**src/rtl/sync_mode_pkg.sv**
```systemverilog
package sync_mode_pkg;

    typedef enum logic [1:0] {
        REQ_NORMAL = 2'b00,
        REQ_HOLD   = 2'b01,
        REQ_FREE   = 2'b10,
        REQ_RSVD   = 2'b11
    } mode_req_e;

    typedef enum logic [1:0] {
        ST_NORMAL = 2'b00,
        ST_HOLD   = 2'b01,
        ST_FREE   = 2'b10,
        ST_AUTO   = 2'b11
    } op_state_e;

    localparam int STAT_W        = 8;
    localparam int STAT_HOLD_BIT = 4;
    localparam int STAT_LOCK_BIT = 0;

    function automatic logic is_coasting(op_state_e s);
        return (s == ST_HOLD) || (s == ST_AUTO);
    endfunction

    function automatic logic [STAT_W-1:0] pack_status(logic hold, logic lock);
        logic [STAT_W-1:0] v;
        v = '0;
        v[STAT_HOLD_BIT] = hold;
        v[STAT_LOCK_BIT] = lock;
        return v;
    endfunction

endpackage

```
**src/rtl/sync_mode_src_mux.sv**
```systemverilog
module sync_mode_src_mux
    import sync_mode_pkg::*;
#(
    parameter int REF_W = 1
) (
    input  logic             hw_ctrl,
    input  logic [1:0]       pin_mode,
    input  logic             pin_filter,
    input  logic [REF_W-1:0] pin_ref_sel,
    input  logic             pin_realign,
    input  logic [1:0]       reg_mode,
    input  logic             reg_filter,
    input  logic [REF_W-1:0] reg_ref_sel,
    input  logic             reg_realign,
    output mode_req_e        req_o,
    output logic             filter_o,
    output logic [REF_W-1:0] ref_sel_o,
    output logic             realign_o
);

    always_comb begin
        if (hw_ctrl) begin
            req_o     = mode_req_e'(pin_mode);
            filter_o  = pin_filter;
            ref_sel_o = pin_ref_sel;
            realign_o = pin_realign;
        end else begin
            req_o     = mode_req_e'(reg_mode);
            filter_o  = reg_filter;
            ref_sel_o = reg_ref_sel;
            realign_o = reg_realign;
        end
    end

endmodule

```
**src/rtl/sync_mode_fail_sync.sv**
```systemverilog
module sync_mode_fail_sync #(
    parameter int NUM_REFS = 2,
    parameter int STAGES   = 2
) (
    input  logic                clk,
    input  logic                rst,
    input  logic [NUM_REFS-1:0] fail_raw,
    output logic [NUM_REFS-1:0] fail_s
);

    generate
        for (genvar g = 0; g < NUM_REFS; g++) begin : g_ref
            logic [STAGES-1:0] chain_q;
            always_ff @(posedge clk) begin
                if (rst) chain_q <= '1;
                else     chain_q <= {chain_q[STAGES-2:0], fail_raw[g]};
            end
            assign fail_s[g] = chain_q[STAGES-1];
        end
    endgenerate

endmodule

```
**src/rtl/sync_mode_fsm.sv**
```systemverilog
module sync_mode_fsm
    import sync_mode_pkg::*;
#(
    parameter int NUM_REFS = 2,
    parameter int REF_W    = 1
) (
    input  logic                clk,
    input  logic                rst,
    input  logic                frame_pulse,
    input  mode_req_e           req,
    input  logic [NUM_REFS-1:0] fail_s,
    input  logic [REF_W-1:0]    ref_sel,
    output op_state_e           state_q,
    output logic                pend_q
);

    logic      fp_d_q;
    logic      fp_rise;
    logic      act_fail;
    logic      all_lost;
    op_state_e st_n;
    logic      pend_n;

    always_ff @(posedge clk) begin
        if (rst) fp_d_q <= 1'b0;
        else     fp_d_q <= frame_pulse;
    end

    assign fp_rise  = frame_pulse & ~fp_d_q;
    assign act_fail = fail_s[ref_sel];
    assign all_lost = &fail_s;

    always_comb begin
        st_n   = state_q;
        pend_n = pend_q;
        if (fp_rise && (req != REQ_RSVD || pend_q)) begin
            case (req)
                REQ_NORMAL, REQ_RSVD: begin
                    if (all_lost) begin
                        pend_n = 1'b1;
                        if (state_q == ST_NORMAL) st_n = ST_AUTO;
                    end else begin
                        pend_n = 1'b0;
                        st_n   = act_fail ? ST_AUTO : ST_NORMAL;
                    end
                end
                REQ_HOLD: begin
                    pend_n = 1'b0;
                    st_n   = ST_HOLD;
                end
                default: begin
                    pend_n = 1'b0;
                    st_n   = ST_FREE;
                end
            endcase
        end else if (state_q == ST_NORMAL && act_fail) begin
            st_n = ST_AUTO;
        end else if (state_q == ST_AUTO && !act_fail) begin
            st_n = ST_NORMAL;
        end
    end

    always_ff @(posedge clk) begin
        if (rst) begin
            state_q <= ST_FREE;
            pend_q  <= 1'b0;
        end else begin
            state_q <= st_n;
            pend_q  <= pend_n;
        end
    end

    // requested states move only on a frame-pulse rising edge
    p_req_only_on_edge_r2: assert property (@(posedge clk) disable iff (rst)
        (!fp_rise && (state_q == ST_HOLD || state_q == ST_FREE)) |=> $stable(state_q));

    // Normal with a failed selected reference enters Auto Holdover
    p_auto_entry_r3: assert property (@(posedge clk) disable iff (rst)
        (!fp_rise && state_q == ST_NORMAL && act_fail) |=> state_q == ST_AUTO);

    // Auto Holdover leaves to Normal on recovery
    p_auto_exit_r4: assert property (@(posedge clk) disable iff (rst)
        (!fp_rise && state_q == ST_AUTO && !act_fail) |=> state_q == ST_NORMAL);

    // reserved code with nothing pending is inert
    p_reserved_inert_r5: assert property (@(posedge clk) disable iff (rst)
        (fp_rise && req == REQ_RSVD && !pend_q && (state_q == ST_HOLD || state_q == ST_FREE))
        |=> $stable(state_q));

    // Normal never honoured with every reference lost
    p_refuse_normal_r6: assert property (@(posedge clk) disable iff (rst)
        (fp_rise && req == REQ_NORMAL && all_lost) |=> (state_q != ST_NORMAL && pend_q));

endmodule

```
**src/rtl/sync_mode_ctrl.sv**
```systemverilog
module sync_mode_ctrl
    import sync_mode_pkg::*;
#(
    parameter int NUM_REFS    = 2,
    parameter int SYNC_STAGES = 2,
    localparam int REF_W      = (NUM_REFS > 1) ? $clog2(NUM_REFS) : 1
) (
    input  logic                clk,
    input  logic                rst,
    input  logic                hw_ctrl,
    input  logic [1:0]          pin_mode,
    input  logic                pin_filter,
    input  logic [REF_W-1:0]    pin_ref_sel,
    input  logic                pin_realign,
    input  logic [1:0]          reg_mode,
    input  logic                reg_filter,
    input  logic [REF_W-1:0]    reg_ref_sel,
    input  logic                reg_realign,
    input  logic [NUM_REFS-1:0] ref_fail,
    input  logic                frame_pulse,
    output logic [1:0]          state_o,
    output logic                holdover_o,
    output logic                lock_o,
    output logic [7:0]          status_o,
    output logic                filter_sel_o,
    output logic [REF_W-1:0]    ref_sel_o,
    output logic                realign_o
);

    mode_req_e             req;
    logic [NUM_REFS-1:0]   fail_s;
    op_state_e             state_q;
    logic                  pend_q;

    sync_mode_src_mux #(.REF_W(REF_W)) u_mux (
        .hw_ctrl     (hw_ctrl),
        .pin_mode    (pin_mode),
        .pin_filter  (pin_filter),
        .pin_ref_sel (pin_ref_sel),
        .pin_realign (pin_realign),
        .reg_mode    (reg_mode),
        .reg_filter  (reg_filter),
        .reg_ref_sel (reg_ref_sel),
        .reg_realign (reg_realign),
        .req_o       (req),
        .filter_o    (filter_sel_o),
        .ref_sel_o   (ref_sel_o),
        .realign_o   (realign_o)
    );

    sync_mode_fail_sync #(.NUM_REFS(NUM_REFS), .STAGES(SYNC_STAGES)) u_sync (
        .clk      (clk),
        .rst      (rst),
        .fail_raw (ref_fail),
        .fail_s   (fail_s)
    );

    sync_mode_fsm #(.NUM_REFS(NUM_REFS), .REF_W(REF_W)) u_fsm (
        .clk         (clk),
        .rst         (rst),
        .frame_pulse (frame_pulse),
        .req         (req),
        .fail_s      (fail_s),
        .ref_sel     (ref_sel_o),
        .state_q     (state_q),
        .pend_q      (pend_q)
    );

    assign state_o    = state_q;
    assign holdover_o = is_coasting(state_q);
    assign lock_o     = (state_q == ST_NORMAL);
    assign status_o   = pack_status(holdover_o, lock_o);

    // status byte agrees with the dedicated outputs
    p_status_match_r8: assert property (@(posedge clk) disable iff (rst)
        (status_o[STAT_HOLD_BIT] == holdover_o) && (status_o[STAT_LOCK_BIT] == lock_o)
        && !(holdover_o && lock_o));

endmodule

```
**config.mk**
```make
export PLATFORM = sky130hd
export DESIGN_NAME = sync_mode_ctrl
export DESIGN_NICKNAME = d
export VERILOG_FILES = /design/src/rtl/sync_mode_pkg.sv /design/src/rtl/sync_mode_src_mux.sv /design/src/rtl/sync_mode_fail_sync.sv /design/src/rtl/sync_mode_fsm.sv /design/src/rtl/sync_mode_ctrl.sv
export SDC_FILE = /design/constraint.sdc
export NUM_CORES = 1
export LEC_CHECK = 0
export BUFFER_PORTS_ARGS = -buffer_cell sky130_fd_sc_hd__buf_2
export CORE_UTILIZATION = 42
export CTS_CLUSTER_DIAMETER = 150
export DETAILED_ROUTE_END_ITERATION = 8
export PLACE_DENSITY = 0.79
export SYNTH_ARGS = -nofsm -noshare
export SYNTH_HDL_FRONTEND = slang
export SYNTH_SLANG_ARGS = --single-unit
```
**constraint.sdc**
```tcl
create_clock -name clk -period 2.7 [get_ports clk]
set_clock_uncertainty 0.15 [all_clocks]
set_input_delay 0.27 -clock clk [delete_from_list [all_inputs] [get_ports clk]]
set_output_delay 0.27 -clock clk [all_outputs]
set_load 0.1 [all_outputs]
```
==> flow_metrics.tcl <==
set metrics [dict create \
    whs_ns 0.0514 \
    drt_wl_total_um 994 \
    syn_area_um2 578 \
    first_pass_iters 3 \
    hold_buffers 0 \
    status "finished clean" \
    power.total_mw 0.392 \
    die-area_um2 1530 \
    finalHoldViolCount 0 \
    synthToLayoutAreaGrowth_pct 19.9 \
    final_util_pct 53.9 \
    cp_data_required_time_ns 2.66 \
    async_reset_ff_share_pct 0 \
    avgSynthCellArea_um2 8.63 \
    wl_per_cell_um 9.47 \
    fmax_mhz 432 \
    nNetsFinal 111 \
    gr-max-usage-layer "met2" \
    cp-start-kind "input pin" \
    min_path_type "input pin to register" \
    crit_fanout 4 \
    cts_htree_levels 1 \
    power.density_nw_per_um2 566 \
    fin_crit_sh_pct 85.6 \
    hpwl_um 804 \
    first_global_vias 425 \
    rows 13 \
    grt_max_degree 10 \
    start_util_pct 45.0 \
    globalplace.congestion 0.854 \
    cts_made_buffers 3 \
    end_kind "register" \
    met1_usage_pct 14.3 \
    setup_viol 0 \
    cts_root_buffer "clkbuf_4" \
    antenna_found_initial 0 \
    syn_inst 67 \
    ant_nets 0 \
    ir_drop_uv 271 \
    fp.dieH_um 39.1 \
    drtIter0Drc 13 \
    grt_pass1_wl_mm 1.46 \
    postCtsSetupBuffers 0 \
    synth_seq_cells 8 \
    grt.overflow.total 0 \
    clk_path_buf_depth 2 \
    rsz0062_at_grt "false" \
    arrival_ns 2.27 \
    via_count 500 \
    period_needed_ns 2.31 \
    grt_util_met2_pct 24.2 \
    yosysSeqAreaShare_pct 27.7 \
    max_stage_delay_ns 0.53 \
    drc 0 \
    insertion_delay_ns 0.25 \
    clkTransAtPathRegs_ns 0.05 \
    path_cells "buf_2 -> mux2i_1 -> inv_1 -> ha_1 -> nand3_1 -> or3b_1 -> nand2_1 -> a21oi_1 -> or4_1" \
    yosysWarningCount 0 \
    layout-drive-gt1-share_pct 42.2 \
    via_per_inst 4.76 \
    max_cap_viol_count 0 \
    clock_sinks 8 \
    design.portCount 31 \
    path_class "input pin to register" \
    nFillCells 132 \
    reg2reg_slack_ns 0.84 \
    setup_tns_ns 0 \
    diodes 0 \
    fp.coreArea_um2 1280 \
    drv_slew 0 \
    synth_edf_count 0 \
    cpMaxStageDelayCell "or4_1" \
    post_cts_resized 0 \
    cts_tree "done" \
    synthFlopType "dfxtp_1" \
    p_leak_nw 0.357 \
    yosysUniqueCellTypes 27 \
    use_met3_pct 5.20 \
    die_w_um 39.1 \
    port-buffer-count 24 \
    grt.total_usage_pct 15.3 \
]
==> power breakdown <==
part | switching [mW] | total (mW) | internal [mW]
logic | 0.135 | 0.178 | 0.0428
registers | 0.00412 | 0.129 | 0.124
clock network | 0.0354 | 0.0859 | 0.0505
total | 0.174 | 0.392 | 0.218
==> final cells by class <==
| class | count | area, um^2 | area share (%) |
|---|---|---|---|
| multi-input combinational | 51 | 353 | 50.9 |
| sequential | 8 | 160 | 23.1 |
| timing repair buffer | 25 | 128 | 18.4 |
| clock buffer | 3 | 22.5 | 3.25 |
| tap | 15 | 18.8 | 2.71 |
| inverter | 3 | 11.3 | 1.62 |
==> state kept, by name (all words and copies together), names as in the netlist <==
name	count
u_sync.g_ref.chain_q	4
u_fsm.state_q	2
u_fsm.fp_d_q	1
u_fsm.pend_q	1
==> logic make-up (layout without fill, tap and decap cells) <==
family / count (synthesis) / in the layout / synth area share (%)
buf+inv: 13 / 31 / 14.9
other cells: 1 / 6 / 0.649
mux: 8 / 8 / 17.1
flops: 8 / 8 / 27.7
fa+ha+maj: 3 / 3 / 6.49
simple gates: 27 / 27 / 24.7
compound gates: 7 / 7 / 8.44
==> routing by layer <==
layer	up-vias	part of all wire, %
li1	256	-
met1	211	42
met2	27	46
met3	6	8.7
met4	0	3.9
met5	-	0
==> stage by stage <==
stage                     cell area [um^2]  worst slack [ns]  std cells
after global placement                 671             0.229        102
after detailed placement               671             0.127        102
after floorplan                        601             0.184         72
final                                  693             0.388        105
after CTS                              693             0.402        105
after global routing                   693             0.268        105
==> cell usage after synthesis (all sizes together) (2+ instances only) <==
library cell | count | area (um^2)
buf | 9 | 71.3
inv | 3 | 11.3
mux2i | 6 | 76.3
mux2 | 2 | 22.5
ha | 3 | 37.5
nand2 | 6 | 22.5
dfxtp | 8 | 160
nand2b | 2 | 12.5
nand3 | 2 | 10.0
nor2 | 6 | 22.5
nor2b | 3 | 18.8
or2 | 5 | 31.3
==> worst paths after layout <==
path,from,endpoint,cells after the start
worst min-delay path,ref_fail[0],u_sync.g_ref[0].chain_q[0],2
worst min register to register,u_sync.g_ref[1].chain_q[0],u_sync.g_ref[1].chain_q[1],1
worst max register to register,u_fsm.fp_d_q,u_fsm.state_q[1],5
worst max-delay path,hw_ctrl,u_fsm.state_q[1],9
==> placed cells by master (no fill, tap or decap) <==
cell type,instances
buf_2,24
dfxtp_1,8
nand2_1,6
conb_1,6
or2_2,5
nor2_1,5
mux2i_1,4
inv_1,3
nor2b_1,3
ha_1,3
clkbuf_4,3
mux2_2,2
nand2b_1,2
nand3_1,2
nor2_2,1
mux2i_4,1
mux2i_2,1
or3b_1,1
a21oi_1,1
o21bai_1,1
a31oi_1,1
or4_1,1
o21ai_0,1
a221oi_1,1
o31a_1,1
nand4b_1,1
o31ai_1,1
buf_4,1
==> critical path: cells and delay by family <==
kind | cells | cell delay [ns]
AO/OA/AOI/OAI | 1 | 0.04
adder cells (fa/ha/maj) | 1 | 0.32
buffers and inverters | 2 | 0.21
multiplexers | 1 | 0.24
AND/OR/NAND/NOR | 4 | 1.20
Power figures use the tool's default switching activity.
